--- src/rtl/alu_pkg.sv ---
// Package: shared types of the execute-stage ALU.
// Assumes the operation class is 5 bits and the flag order {c,z,v,n}.
package alu_pkg;

    typedef enum logic [4:0] {
        OP_ADD   = 5'd0,
        OP_ADC   = 5'd1,
        OP_SUB   = 5'd2,
        OP_SBB   = 5'd3,
        OP_AND   = 5'd4,
        OP_OR    = 5'd5,
        OP_XOR   = 5'd6,
        OP_NOT   = 5'd7,
        OP_LANE0 = 5'd8,
        OP_LANE1 = 5'd9,
        OP_LANE2 = 5'd10,
        OP_LANE3 = 5'd11,
        OP_ROL   = 5'd12,
        OP_ROR   = 5'd13,
        OP_SHL   = 5'd14,
        OP_SAR   = 5'd15,
        OP_CMP   = 5'd16,
        OP_CMPEQ = 5'd17,
        OP_NEG   = 5'd18,
        OP_MOV   = 5'd19
    } alu_op_e;

    // Low two bits of classes 12..15 select the shifter variant.
    typedef enum logic [1:0] {
        SH_ROT_LEFT    = 2'd0,
        SH_ROT_RIGHT   = 2'd1,
        SH_LEFT        = 2'd2,
        SH_ARITH_RIGHT = 2'd3
    } shift_kind_e;

    // Which flags an operation touches.
    typedef enum logic [1:0] {
        FX_NONE  = 2'd0,
        FX_ZN    = 2'd1,
        FX_ZONLY = 2'd2,
        FX_ALL   = 2'd3
    } flag_fx_e;

    typedef struct packed {
        logic c;
        logic z;
        logic v;
        logic n;
    } flags_t;

endpackage

--- src/rtl/alu_addsub.sv ---
// Module: adder/subtractor with carry-in and status outputs.
// For subtraction, cin is a borrow-in and cout is a borrow-out.
// Assumes W >= 2.
module alu_addsub #(
    parameter int W = 32
) (
    input  logic [W-1:0] a,
    input  logic [W-1:0] b,
    input  logic         sub,
    input  logic         cin,
    output logic [W-1:0] sum,
    output logic         cout,
    output logic         ovf
);
    logic [W-1:0] b_eff;
    logic         c_in_eff;
    logic         c_raw;
    logic [W:0]   wide_ref;

    // One carry chain: subtraction is a + ~b + not(borrow).
    always_comb begin
        b_eff    = sub ? ~b : b;
        c_in_eff = sub ? ~cin : cin;
        {c_raw, sum} = {1'b0, a} + {1'b0, b_eff} + {{W{1'b0}}, c_in_eff};
        cout     = sub ? ~c_raw : c_raw;
        ovf      = (a[W-1] == b_eff[W-1]) && (sum[W-1] != a[W-1]);
    end

    // Reference: sign-extended sum, one bit wider, to cross-check overflow.
    always_comb begin
        if (sub)
            wide_ref = {a[W-1], a} - {b[W-1], b} - {{W{1'b0}}, cin};
        else
            wide_ref = {a[W-1], a} + {b[W-1], b} + {{W{1'b0}}, cin};
        AST_OVF_MATCHES_WIDE: assert (ovf == (wide_ref[W] != wide_ref[W-1])) else $error("overflow mismatch");
        AST_SUM_MATCHES_WIDE: assert (sum == wide_ref[W-1:0]) else $error("sum mismatch");
    end

endmodule

--- src/rtl/alu_shifter.sv ---
// Module: logical left shift, arithmetic right shift and both rotates.
// Assumes amt already holds only the low log2(W) bits of the operand.
module alu_shifter
    import alu_pkg::*;
#(
    parameter int W  = 32,
    localparam int SW = $clog2(W)
) (
    input  logic [W-1:0]  a,
    input  logic [SW-1:0] amt,
    input  shift_kind_e   kind,
    output logic [W-1:0]  res
);
    logic [2*W-1:0] dbl_l;
    logic [2*W-1:0] dbl_r;

    // Rotates take a window of the value placed next to itself.
    always_comb begin
        dbl_l = {a, a} << amt;
        dbl_r = {a, a} >> amt;
        case (kind)
            SH_ROT_LEFT:    res = dbl_l[2*W-1:W];
            SH_ROT_RIGHT:   res = dbl_r[W-1:0];
            SH_LEFT:        res = a << amt;
            default:        res = W'($signed(a) >>> amt);
        endcase
    end

endmodule

--- src/rtl/alu_bytelane.sv ---
// Module: lane-wise immediate load used to assemble wide constants.
// Lanes below sel keep a, lane sel takes imm, lanes above are cleared.
// Assumes W is a multiple of LW and there are at least two lanes.
module alu_bytelane #(
    parameter int W  = 32,
    parameter int LW = 8,
    localparam int NL  = W / LW,
    localparam int LSW = $clog2(NL)
) (
    input  logic [W-1:0]   a,
    input  logic [LW-1:0]  imm,
    input  logic [LSW-1:0] sel,
    output logic [W-1:0]   res
);
    for (genvar g = 0; g < NL; g++) begin : g_lane
        // Pick this lane's source by its position relative to sel.
        always_comb begin
            if (LSW'(g) < sel)
                res[g*LW +: LW] = a[g*LW +: LW];
            else if (LSW'(g) == sel)
                res[g*LW +: LW] = imm;
            else
                res[g*LW +: LW] = '0;
        end
    end

endmodule

--- src/rtl/alu_flag_unit.sv ---
// Module: execute-stage ALU plus carry/zero/overflow/negative register.
// Result and wr_en are combinational in the issue cycle; flags update
// at the closing clock edge. Assumes DATA_W = 4 * IMM_W so that lane
// classes 8..11 map onto the four lanes through op_class[1:0].
module alu_flag_unit
    import alu_pkg::*;
#(
    parameter int DATA_W = 32,
    parameter int IMM_W  = 8
) (
    input  logic              clk,
    input  logic              rst_n,
    input  logic              op_valid,
    input  logic [4:0]        op_class,
    input  logic              imm_sel,
    input  logic [DATA_W-1:0] src_r,
    input  logic [DATA_W-1:0] src_a,
    input  logic [IMM_W-1:0]  imm,
    output logic [DATA_W-1:0] result,
    output logic              wr_en,
    output logic              flag_c,
    output logic              flag_z,
    output logic              flag_v,
    output logic              flag_n
);
    localparam int SHAMT_W    = $clog2(DATA_W);
    localparam int LANES      = DATA_W / IMM_W;
    localparam int LANE_SEL_W = $clog2(LANES);

    alu_op_e            op;
    logic [DATA_W-1:0]  operand_b;
    logic [DATA_W-1:0]  add_a;
    logic               is_sub;
    logic               carry_in;
    logic [DATA_W-1:0]  sum;
    logic               sum_c;
    logic               sum_v;
    logic [DATA_W-1:0]  shift_res;
    logic [DATA_W-1:0]  lane_res;
    logic [DATA_W-1:0]  res_raw;
    logic               writes;
    flag_fx_e           fx;
    logic               eq_ab;
    flags_t             flags_q;

    assign op = alu_op_e'(op_class);

    // Operand selection: immediate is zero-extended, negate uses 0 - R.
    always_comb begin
        operand_b = imm_sel ? {{(DATA_W-IMM_W){1'b0}}, imm} : src_a;
        add_a     = (op == OP_NEG) ? '0 : src_r;
        is_sub    = (op == OP_SUB) || (op == OP_SBB) || (op == OP_CMP) || (op == OP_NEG);
        carry_in  = ((op == OP_ADC) || (op == OP_SBB)) ? flags_q.c : 1'b0;
        eq_ab     = (src_r == operand_b);
    end

    alu_addsub #(.W(DATA_W)) u_addsub (
        .a    (add_a),
        .b    ((op == OP_NEG) ? src_r : operand_b),
        .sub  (is_sub),
        .cin  (carry_in),
        .sum  (sum),
        .cout (sum_c),
        .ovf  (sum_v)
    );

    alu_shifter #(.W(DATA_W)) u_shifter (
        .a    (src_r),
        .amt  (operand_b[SHAMT_W-1:0]),
        .kind (shift_kind_e'(op_class[1:0])),
        .res  (shift_res)
    );

    alu_bytelane #(.W(DATA_W), .LW(IMM_W)) u_bytelane (
        .a    (src_r),
        .imm  (imm),
        .sel  (op_class[LANE_SEL_W-1:0]),
        .res  (lane_res)
    );

    // Decode: pick the raw result, whether it is written, which flags move.
    always_comb begin
        res_raw = '0;
        writes  = 1'b0;
        fx      = FX_NONE;
        case (op)
            OP_ADD, OP_ADC, OP_SUB, OP_SBB, OP_NEG: begin
                res_raw = sum;
                writes  = 1'b1;
                fx      = FX_ALL;
            end
            OP_AND: begin res_raw = src_r & operand_b; writes = 1'b1; fx = FX_ZN; end
            OP_OR:  begin res_raw = src_r | operand_b; writes = 1'b1; fx = FX_ZN; end
            OP_XOR: begin res_raw = src_r ^ operand_b; writes = 1'b1; fx = FX_ZN; end
            OP_NOT: begin res_raw = ~src_r;            writes = 1'b1; fx = FX_ZN; end
            OP_LANE0, OP_LANE1, OP_LANE2, OP_LANE3: begin
                res_raw = lane_res;
                writes  = 1'b1;
            end
            OP_ROL, OP_ROR, OP_SHL, OP_SAR: begin
                res_raw = shift_res;
                writes  = 1'b1;
                fx      = FX_ZN;
            end
            OP_CMP:   begin res_raw = sum; fx = FX_ALL; end
            OP_CMPEQ: fx = FX_ZONLY;
            OP_MOV:   begin res_raw = operand_b; writes = 1'b1; end
            default:  ;
        endcase
    end

    // Write-back gating: nothing leaves the unit unless it is written.
    always_comb begin
        wr_en  = op_valid && writes;
        result = wr_en ? res_raw : '0;
    end

    // Flag register: synchronous clear, per-class partial update.
    always_ff @(posedge clk) begin
        if (!rst_n) begin
            flags_q <= '0;
        end else if (op_valid) begin
            case (fx)
                FX_ALL: begin
                    flags_q.c <= sum_c;
                    flags_q.v <= sum_v;
                    flags_q.z <= (res_raw == '0);
                    flags_q.n <= res_raw[DATA_W-1];
                end
                FX_ZN: begin
                    flags_q.z <= (res_raw == '0);
                    flags_q.n <= res_raw[DATA_W-1];
                end
                FX_ZONLY: flags_q.z <= eq_ab;
                default:  ;
            endcase
        end
    end

    assign flag_c = flags_q.c;
    assign flag_z = flags_q.z;
    assign flag_v = flags_q.v;
    assign flag_n = flags_q.n;

    AST_ZERO_FROM_RESULT: assert property (@(posedge clk) disable iff (!rst_n)
        (op_valid && wr_en && (op_class <= 5'd7 || (op_class >= 5'd12 && op_class <= 5'd15) || op_class == 5'd18))
        |=> (flag_z == ($past(result) == '0)));
    AST_NEG_FROM_RESULT: assert property (@(posedge clk) disable iff (!rst_n)
        (op_valid && wr_en && (op_class <= 5'd7 || (op_class >= 5'd12 && op_class <= 5'd15) || op_class == 5'd18))
        |=> (flag_n == $past(result[DATA_W-1])));
    AST_LOAD_MOVE_KEEP_FLAGS: assert property (@(posedge clk) disable iff (!rst_n)
        (op_valid && ((op_class >= 5'd8 && op_class <= 5'd11) || op_class >= 5'd19))
        |=> $stable({flag_c, flag_z, flag_v, flag_n}));
    AST_COMPARE_NO_WRITE: assert property (@(posedge clk) disable iff (!rst_n)
        (op_valid && (op_class == 5'd16 || op_class == 5'd17)) |-> !wr_en);
    AST_LANE0_UPPER_CLEAR: assert property (@(posedge clk) disable iff (!rst_n)
        (op_valid && op_class == 5'd8) |-> (result[DATA_W-1:IMM_W] == '0));
    AST_IDLE_NO_EFFECT: assert property (@(posedge clk) disable iff (!rst_n)
        !op_valid |=> $stable({flag_c, flag_z, flag_v, flag_n}));
    AST_IDLE_NO_WRITE: assert property (@(posedge clk) disable iff (!rst_n)
        !op_valid |-> (!wr_en && result == '0));

endmodule

--- config.mk ---
export PLATFORM = sky130hd
export DESIGN_NAME = alu_flag_unit
export DESIGN_NICKNAME = d
export VERILOG_FILES = /design/src/rtl/alu_pkg.sv /design/src/rtl/alu_addsub.sv /design/src/rtl/alu_shifter.sv /design/src/rtl/alu_bytelane.sv /design/src/rtl/alu_flag_unit.sv
export SDC_FILE = /design/constraint.sdc
export NUM_CORES = 1
export LEC_CHECK = 0
export CORE_MARGIN = 2
export CORE_UTILIZATION = 35
export DETAILED_ROUTE_END_ITERATION = 8
export GPL_TIMING_DRIVEN = 0
export SYNTH_ARGS = -nofsm -noshare
export SYNTH_HDL_FRONTEND = slang
export SYNTH_HIERARCHICAL = 1
export SYNTH_SLANG_ARGS = --single-unit
--- constraint.sdc ---
create_clock -name clk -period 9.9 [get_ports clk]
set_input_delay 1.98 -clock clk [delete_from_list [all_inputs] [get_ports clk]]
set_output_delay 1.98 -clock clk [all_outputs]
set_load 0.03 [all_outputs]
==> parameters.txt, run 1 <==
Parameter                              Value

Place
  Total of buffers placed on input and output ports    115
  Post-Place Setup Slack    -1.77 ns
  HPWL reported at the end of detailed placement    approximately 65000 um
  Gpl congestion    around 1.0

Synthesis
  Synth Area in Adders    9.75%
  Fraction of the mapped netlist area in simple logic gates    23.1%
  Synthesized flop and latch total    4
  Top cell type's share of synthesized area    ~10%
  Post-synthesis compound-gate area fraction    around 27%
  Synth unique cells    just under 100
  Synth Flop Type    sky130_fd_sc_hd__dfxtp_1
  Count of flip-flops with a built-in enable after synthesis    0
  Synthesized cell area    about 0.013 mm2
  Async S/R FF share, synth    0%
  Share of synthesized area occupied by flip-flops and latches    less than 1%
  Post-synthesis net count    about 1900
  Largest cells by area after synthesis    sky130_fd_sc_hd__mux4_2 10%, sky130_fd_sc_hd__mux2i_1 9.9%, sky130_fd_sc_hd__ha_1 9.4%
  Mux cell area share after synthesis    about a quarter
  Post-synthesis average cell area    roughly 7.1 um2
  Post-synthesis xor/xnor area fraction    ~4.3%
  Syn Inst Count    between 1500 and 2000
  Number of warning messages in the yosys log    6
  Synth area leader    sky130_fd_sc_hd__mux4_2
  Dominant combinational cell family by area after synthesis    compound AO/OA/AOI/OAI gates

Worst setup path
  Element type at the critical path end    primary output
  Largest driver fanout on the critical path    10
  Critical path launch point type    primary input
  CP Data Required Time    about 8 ns
  Class of the most critical setup path    in2out
  Internal reg-to-reg setup slack    ~5.0 ns
  Arrival time reported for the critical path endpoint    approximately 7.9 ns
  Series of cell instances along the critical path    clkdlybuf4s50_1 > clkbuf_4 > mux2i_1 > inv_1 > clkbuf_1 > buf_1 > clkbuf_1 > mux4_2 > a21o_1 > mux2i_1 > nor2_1 > a2111oi_1 > nor2_1 > clkdlybuf4s50_1
  Reg-to-Reg End    flag_z
  Worst flop-to-flop path startpoint    flag_c
  Depth of the most critical reg-to-reg path    16
  Max stage delay on crit path    roughly 0.8 ns
  Critical Path Slowest Stage Cell    sky130_fd_sc_hd__buf_1

Drt
  Average vias per placed instance    approximately 6.7
  Routed length per instance    34.3 um
  DR DRC count    0
  Met3 WL    between 6000 and 7000 um
  Drt total wl    80700 um
  Remaining antenna violation count after routing    0
  Wire length on met2    ~37000 um
  Total vias in the final route    15726
  Top Layer Used    met5
  Routed length on met1    ~29000 um
  Number of iterations in the first detailed-routing pass    8
  Drt initial violations    between 1500 and 2000

Global routing
  Wire length of the first global-routing pass    114000 um
  Number of antenna violations at the first check in global routing    2
  Vias in the first global route    ~15000
  Remaining global-route overflow    0
  Pin count of the biggest net entering global routing    16
  Gr usage total    41.7%

Power and ir drop
  Seq pwr share    approximately 1.3%
  Net Sw Frac    about 62%
  Leakage power total    ~0.0062 uW
  Clk pwr share    under 10%
  Worst IR drop on VDD    approximately 57 uV
  Net Switching    822 uW
  Logic pwr share    roughly 94%
  Power density over cell area    90.4 mW/mm2
  Total internal power    about 500 uW

Floorplanning
  Overall die area    0.0376 mm2
  Placeable core region    0.0355 mm2
  Die Span X    a little under 200 um
  Ports    118
  Initial cell density of the core    35.5%
  Die Y-Extent    ~190 um
  Standard-cell rows    69

Timing
  Total of endpoints with negative setup slack in the final report    0
  Hold Fails Final Rpt    0
  Measured slew at the worst slew-check pin    ~1.2 ns
  Fin Hold WS    between 0.4 and 0.5 ns
  Fin crit share    around 99%
  Final period demand of the worst path    just under 10 ns
  Post-route setup TNS    0 ns
  Max Transition Viols Final    0
  Maximum clock skew at final layout    roughly 0.00035 ns
  Final Worst Setup Slack    about 0.06 ns
  Fmax achieved    between 100 and 150 MHz
  Remaining max-slew budget at the tightest pin    22.6%
  RSZ-0062 raised after global routing    yes

Flow run
  Count of max-cap constraint violations    0

Clocking
  H-tree lvl count    1
  Clock tree root buffer cell    sky130_fd_sc_hd__clkbuf_16
  Clock slew at the register clock pins of the worst setup and hold paths    around 0.030 ns
  Max clock buf depth    2
  TritonCTS buffer count    3
  Clock latency on the worst-skew pair    roughly 0.22 ns
  TritonCTS clock tree    done
  Clock sink total    4

Worst hold path
  Hold Crit Class    reg2reg
  Cells on Worst Hold Path    2
  Hold worst-path end    flag_v
  Startpoint of the lowest-slack hold path    flag_v

Finish
  Sequential standard cell area    80.1 um2
  Proportion of layout cells with a drive suffix above 1    13.3%
  Number of filler instances in the final layout    about 3800
  Count of nets after finishing    between 2000 and 2500
  Finished Core Util    41.3%
  Multi-input combinational cell area    0.0115 mm2
  Synthesis-to-layout area growth    16.1%

Status
  Status    finished, final reports clean
power by group through the flow:
stage	Clock, uW	Combinational [uW]	Sequential, uW
detailed placement	0	1170	17.5
floorplan	0	713	18.4
global placement	0	1180	17.4
CTS	63.4	1180	17.2
global route	65.0	1290	17.3
finish	63.0	1240	17.2
layer usage:
layer	up-vias	track usage, %
met5	-	0
met4	2	31.9
met3	326	6.38
met2	1104	69.9
met1	7492	47.7
li1	6802	-
area by class of cell:
type / instances / area share, %
Inverter: 88 / 2.26
Sequential cell: 4 / 0.547
Buffer: 155 / 5.91
Clock buffer: 3 / 0.513
Timing Repair Buffer: 118 / 7.98
Antenna cell: 1 / 0.0171
Tap cell: 461 / 3.94
Multi-Input combinational cell: 1520 / 78.8
placed cells by master (no fill, tap or decap), types with 33 or more instances in the layout:
| cell type | synthesis | layout |
|---|---|---|
| sky130_fd_sc_hd__nor2_1 | 209 | 207 |
| sky130_fd_sc_hd__buf_2 | 39 | 40 |
| sky130_fd_sc_hd__nand2b_1 | 39 | 39 |
| sky130_fd_sc_hd__nand2_1 | 182 | 182 |
| sky130_fd_sc_hd__ha_1 | 95 | 95 |
| sky130_fd_sc_hd__a21oi_1 | 112 | 112 |
| sky130_fd_sc_hd__mux2_2 | 46 | 46 |
| sky130_fd_sc_hd__o22ai_1 | 33 | 33 |
| sky130_fd_sc_hd__clkdlybuf4s50_1 | 0 | 110 |
| sky130_fd_sc_hd__xor2_1 | 46 | 44 |
| sky130_fd_sc_hd__inv_1 | 85 | 85 |
| sky130_fd_sc_hd__mux4_2 | 56 | 56 |
| sky130_fd_sc_hd__o21ai_0 | 103 | 100 |
| sky130_fd_sc_hd__mux2i_1 | 125 | 116 |
| sky130_fd_sc_hd__clkbuf_1 | 75 | 62 |
Yosys cell counts, types with 16 or more instances:
master,count
sky130_fd_sc_hd__a21oi_1,112
sky130_fd_sc_hd__nor2b_1,32
sky130_fd_sc_hd__xnor2_1,16
sky130_fd_sc_hd__mux2_2,46
sky130_fd_sc_hd__o22ai_1,33
sky130_fd_sc_hd__mux4_2,56
sky130_fd_sc_hd__buf_2,39
sky130_fd_sc_hd__nand2_1,182
sky130_fd_sc_hd__a22oi_1,16
sky130_fd_sc_hd__nand3_1,26
sky130_fd_sc_hd__nor4_1,21
sky130_fd_sc_hd__a21o_1,22
sky130_fd_sc_hd__nand4_1,16
sky130_fd_sc_hd__xor2_1,46
sky130_fd_sc_hd__nor2_1,209
sky130_fd_sc_hd__nand2b_1,39
sky130_fd_sc_hd__nor3_1,31
sky130_fd_sc_hd__mux2i_1,125
sky130_fd_sc_hd__o21ai_0,103
sky130_fd_sc_hd__inv_1,85
sky130_fd_sc_hd__clkbuf_1,75
sky130_fd_sc_hd__a211oi_1,30
sky130_fd_sc_hd__ha_1,95
worst max-delay path by stage:
stage / from / endpoint
finish: imm_sel / result[2]
global route: imm_sel / result[9]
CTS: imm_sel / result[12]
detailed placement: op_class[0] / result[31]
global placement: op_class[0] / result[31]
floorplan: op_class[3] / result[30]
critical path, delay by kind of cell:
family          cells  cell delay (ns)
compound gates      2             0.97
buf+inv             7             3.92
mux                 3             0.75
simple gates        2             0.21
sequential cells by signal, summed over array words and instances (netlist names):
| signal | flops |
|---|---|
| flag_z | 1 |
| flag_n | 1 |
| flag_v | 1 |
| flag_c | 1 |
stage by stage:
| stage | instance area [um2] | total power, uW | std cells |
|---|---|---|---|
| 4_1_cts | 14500 | 1260 | 2348 |
| 5_1_grt | 14600 | 1370 | 2349 |
| 3_5_place_dp | 14300 | 1190 | 2345 |
| 2_1_floorplan | 12600 | 731 | 1768 |
| 3_3_place_gp | 14300 | 1190 | 2344 |
| 6_report | 14600 | 1320 | 2350 |
cells by family after synthesis:
family	count (synthesis)
buffers and inverters	244
AO/OA/AOI/OAI	503
flip-flops	4
XOR/XNOR	62
multiplexers	238
AND/OR/NAND/NOR	620
adder cells (fa/ha/maj)	97
timing repair:
action                     in CTS  in global routing
pin swaps                       0                  3
buffers inserted                1                  1
hold buffers                    0                  0
setup endpoints to repair      32                 25
resized for setup              31                 53
(Power assumes the default switching activity.)
==> inputs of run 2 (changes only) <==
- CAP_MARGIN: not set -> 0
==> results of run 2 <==
Same layout as run 1: the final DEF is identical, and so are final timing and power.
==> inputs of run 3 (changes only) <==
- SLEW_MARGIN: not set -> 20
==> parameters.txt, run 3 (synthesis gave the netlist of run 1 again) <==
Parameter                              Value

Finish
  Count of nets after finishing    2067 (-0.048%)
  Total non-filler cell area in the finished layout    0.0146 mm2 (-0.12%)
  Finished Core Util    41.2% (-0.049 points)
  Number of filler instances in the final layout    3760 (-0.34%)
  Most frequent cells in the layout    208 x sky130_fd_sc_hd__nor2_1, 182 x sky130_fd_sc_hd__nand2_1, 117 x sky130_fd_sc_hd__mux2i_1
  Multi-input combinational cell area    0.0115 mm2 (-0.11%)
  Final Instance Count excl. Fillers    2352 (+0.085%)
  Most frequent standard cell in the layout excluding fill and tap cells    sky130_fd_sc_hd__nor2_1
  Sequential standard cell area    80.1 um2 (unchanged)
  Synthesis-to-layout area growth    16.0%
  Proportion of layout cells with a drive suffix above 1    13.2% (-0.099 points)

Drt
  Top Layer Used    met5
  Met3 WL    6970 um (+2.5%)
  Average vias per placed instance    6.72 (+0.47%)
  Drt total wl    80800 um (+0.10%)
  Remaining antenna violation count after routing    0 (unchanged)
  Number of iterations in the first detailed-routing pass    6 (-2)
  Total vias in the final route    15813 (+0.55%)
  Routed length on met1    28800 um (+0.68%)
  Drt initial violations    1837 (-4.2%)
  DR DRC count    0 (unchanged)
  Routed length per instance    34.3 um (about the same)
  Wire length on met2    37100 um (+1.1%)

Floorplanning
  Standard-cell rows    69 (unchanged)
  Placeable core region    0.0355 mm2 (unchanged)
  Die Y-Extent    194 um (unchanged)
  Die Span X    194 um (unchanged)
  Ports    118 (unchanged)
  Initial cell density of the core    35.5% (unchanged)
  Overall die area    0.0376 mm2 (unchanged)

Global routing
  Number of antenna violations at the first check in global routing    4 (+2)
  Wire length of the first global-routing pass    114000 um (-0.43%)
  Pin count of the biggest net entering global routing    16 (unchanged)
  Vias in the first global route    15210 (-0.79%)
  Gr usage total    41.6% (-0.12 points)
  Remaining global-route overflow    0 (unchanged)

Timing
  Fmax achieved    101 MHz (-0.76%)
  Remaining max-slew budget at the tightest pin    11.9% (-11 points)
  Hold Fails Final Rpt    0 (unchanged)
  RSZ-0062 raised after global routing    yes
  Fin crit share    100% (+0.76 points)
  Maximum clock skew at final layout    0.00289 ns (+0.00254 ns)
  Total of endpoints with negative setup slack in the final report    1 (+1)
  Final period demand of the worst path    9.92 ns (+0.0750 ns)
  Measured slew at the worst slew-check pin    1.31 ns (+0.148 ns)
  Final Worst Setup Slack    -0.0163 ns (-0.0750 ns)
  Max Transition Viols Final    0 (unchanged)

Status
  Violated checks    setup timing
  Status    finished, violations left

Worst hold path
  Hold Crit Class    reg2reg
  Hold worst-path end    flag_v
  Startpoint of the lowest-slack hold path    flag_v
  Cells on Worst Hold Path    2 (unchanged)

Clocking
  H-tree lvl count    1 (unchanged)
  Clock sink total    4 (unchanged)
  Number of hold buffers added after cts    0 (unchanged)
  Clock tree root buffer cell    sky130_fd_sc_hd__clkbuf_16
  TritonCTS clock tree    done
  Clock slew at the register clock pins of the worst setup and hold paths    0.03 ns (about the same)
  Max clock buf depth    2 (unchanged)
  TritonCTS buffer count    3 (unchanged)
  Clock latency on the worst-skew pair    0.23 ns (about the same)

Worst setup path
  Internal reg-to-reg setup slack    4.80 ns (-0.16 ns)
  Reg-to-Reg End    flag_z
  Series of cell instances along the critical path    clkdlybuf4s50_1 > buf_2 > mux2i_1 > inv_1 > clkbuf_1 > buf_1 > clkbuf_1 > mux4_2 > a21o_1 > mux2i_1 > nor2_1 > a2111oi_1 > nor2_1 > clkdlybuf4s50_1
  Depth of the most critical reg-to-reg path    16 (unchanged)
  Element type at the critical path end    primary output
  Logic depth of the worst setup path including buffers    14 (unchanged)
  Critical Path Slowest Stage Cell    sky130_fd_sc_hd__buf_1
  Class of the most critical setup path    in2out
  Delay-heaviest family, CP    buffers and inverters
  Critical path launch point type    primary input
  Max stage delay on crit path    0.84 ns (+0.02 ns)
  CP Data Required Time    7.92 ns (about the same)
  Largest driver fanout on the critical path    10 (unchanged)
  Worst flop-to-flop path startpoint    flag_c
  Arrival time reported for the critical path endpoint    7.94 ns (+0.08 ns)
  Number of buffers and inverters on the critical path    7 (unchanged)

Place
  Gpl congestion    1.04 (unchanged)
  HPWL reported at the end of detailed placement    64800 um (+0.11%)
  Total of buffers placed on input and output ports    115 (unchanged)
  Cell count after placement    2344 (-0.043%)
  DP Area    0.0143 mm2 (unchanged)

Flow run
  Count of max-cap constraint violations    0 (unchanged)

Power and ir drop
  Leakage power total    0.00619 uW (-0.43%)
  Power density over cell area    90.5 mW/mm2 (+0.21%)
  Worst IR drop on VDD    53.9 uV (-5.4%)
==> run 3: cell count changes in the layout (fill, tap and decap cells not counted), moves of 2 or more <==
cell	delta
sky130_fd_sc_hd__o21ai_1	+2
sky130_fd_sc_hd__dlymetal6s2s_1	-2
sky130_fd_sc_hd__clkbuf_2	+4
sky130_fd_sc_hd__diode_2	+3
sky130_fd_sc_hd__o21ai_2	-2
sky130_fd_sc_hd__buf_1	-2
==> run 3: worst max-delay path by stage <==
| stage | start | endpoint | slack (ns) |
|---|---|---|---|
| 2_1_floorplan | op_class[3] | result[30] | 1.05 |
| 3_3_place_gp | op_class[0] | result[31] | -1.72 |
| 3_5_place_dp | op_class[0] | result[31] | -1.78 |
| 4_1_cts | op_class[3] | result[30] | 0.006 |
| 5_1_grt | imm_sel | result[9] | -0.06 |
| 6_report | imm_sel | result[2] | -0.02 |
==> run 3: worst reg2reg max path: stages (launching register included) <==
cell and delay (ns):
sky130_fd_sc_hd__dfxtp_1 0.40, sky130_fd_sc_hd__nor3b_1 0.35, sky130_fd_sc_hd__xor2_2 0.47, sky130_fd_sc_hd__fa_1 0.32, sky130_fd_sc_hd__a21o_1 0.14, sky130_fd_sc_hd__nand4_1 0.14
sky130_fd_sc_hd__a31oi_1 0.36, sky130_fd_sc_hd__nor2_1 0.21, sky130_fd_sc_hd__o21a_1 0.33, sky130_fd_sc_hd__o2111ai_1 0.23, sky130_fd_sc_hd__nand3_1 0.14, sky130_fd_sc_hd__and2_0 0.20
sky130_fd_sc_hd__nor4_4 0.45, sky130_fd_sc_hd__nand3_1 0.15, sky130_fd_sc_hd__nor4_1 0.62, sky130_fd_sc_hd__nand4_1 0.20, sky130_fd_sc_hd__o32ai_2 0.28
==> run 3: layout make-up <==
cell class | instances | share of cell area [%]
sequential | 4 | 0.548
multi-input combinational | 1520 | 78.8
clock buffer | 3 | 0.513
timing repair buffer | 117 | 7.92
buffer | 155 | 5.90
inverter | 88 | 2.26
antenna | 4 | 0.0685
tap | 461 | 3.94
==> run 3: power by group <==
part           leakage [uW]  internal, uW  switching, uW
registers         0.0000324          16.8          0.426
clock network     0.0000370          51.8           13.1
logic               0.00612           430            812
==> run 3: layer usage <==
layer	GRT usage, %	vias to the layer above
met4	31.8	2
li1	-	6809
met2	69.9	1100
met1	47.2	7608
met5	0	-
met3	6.89	294
==> run 3: per-stage QoR <==
step	hold slack [ns]	power [uW]	TNS (ns)	setup WS (ns)
finish	0.488	1320	-0.0163	-0.0163
global route	0.518	1360	-0.0560	-0.0560
CTS	0.490	1260	0	0.00598
detailed placement	0.486	1190	-32.93	-1.78
global placement	0.452	1190	-33.81	-1.72
floorplan	0.580	731	0	1.05
==> run 3: repair_timing <==
action,4_1_cts,5_1_grt
gates cloned,0,0
setup endpoints to repair,32,22
setup buffers,0,1
pin swaps,0,2
gates resized for setup,33,48
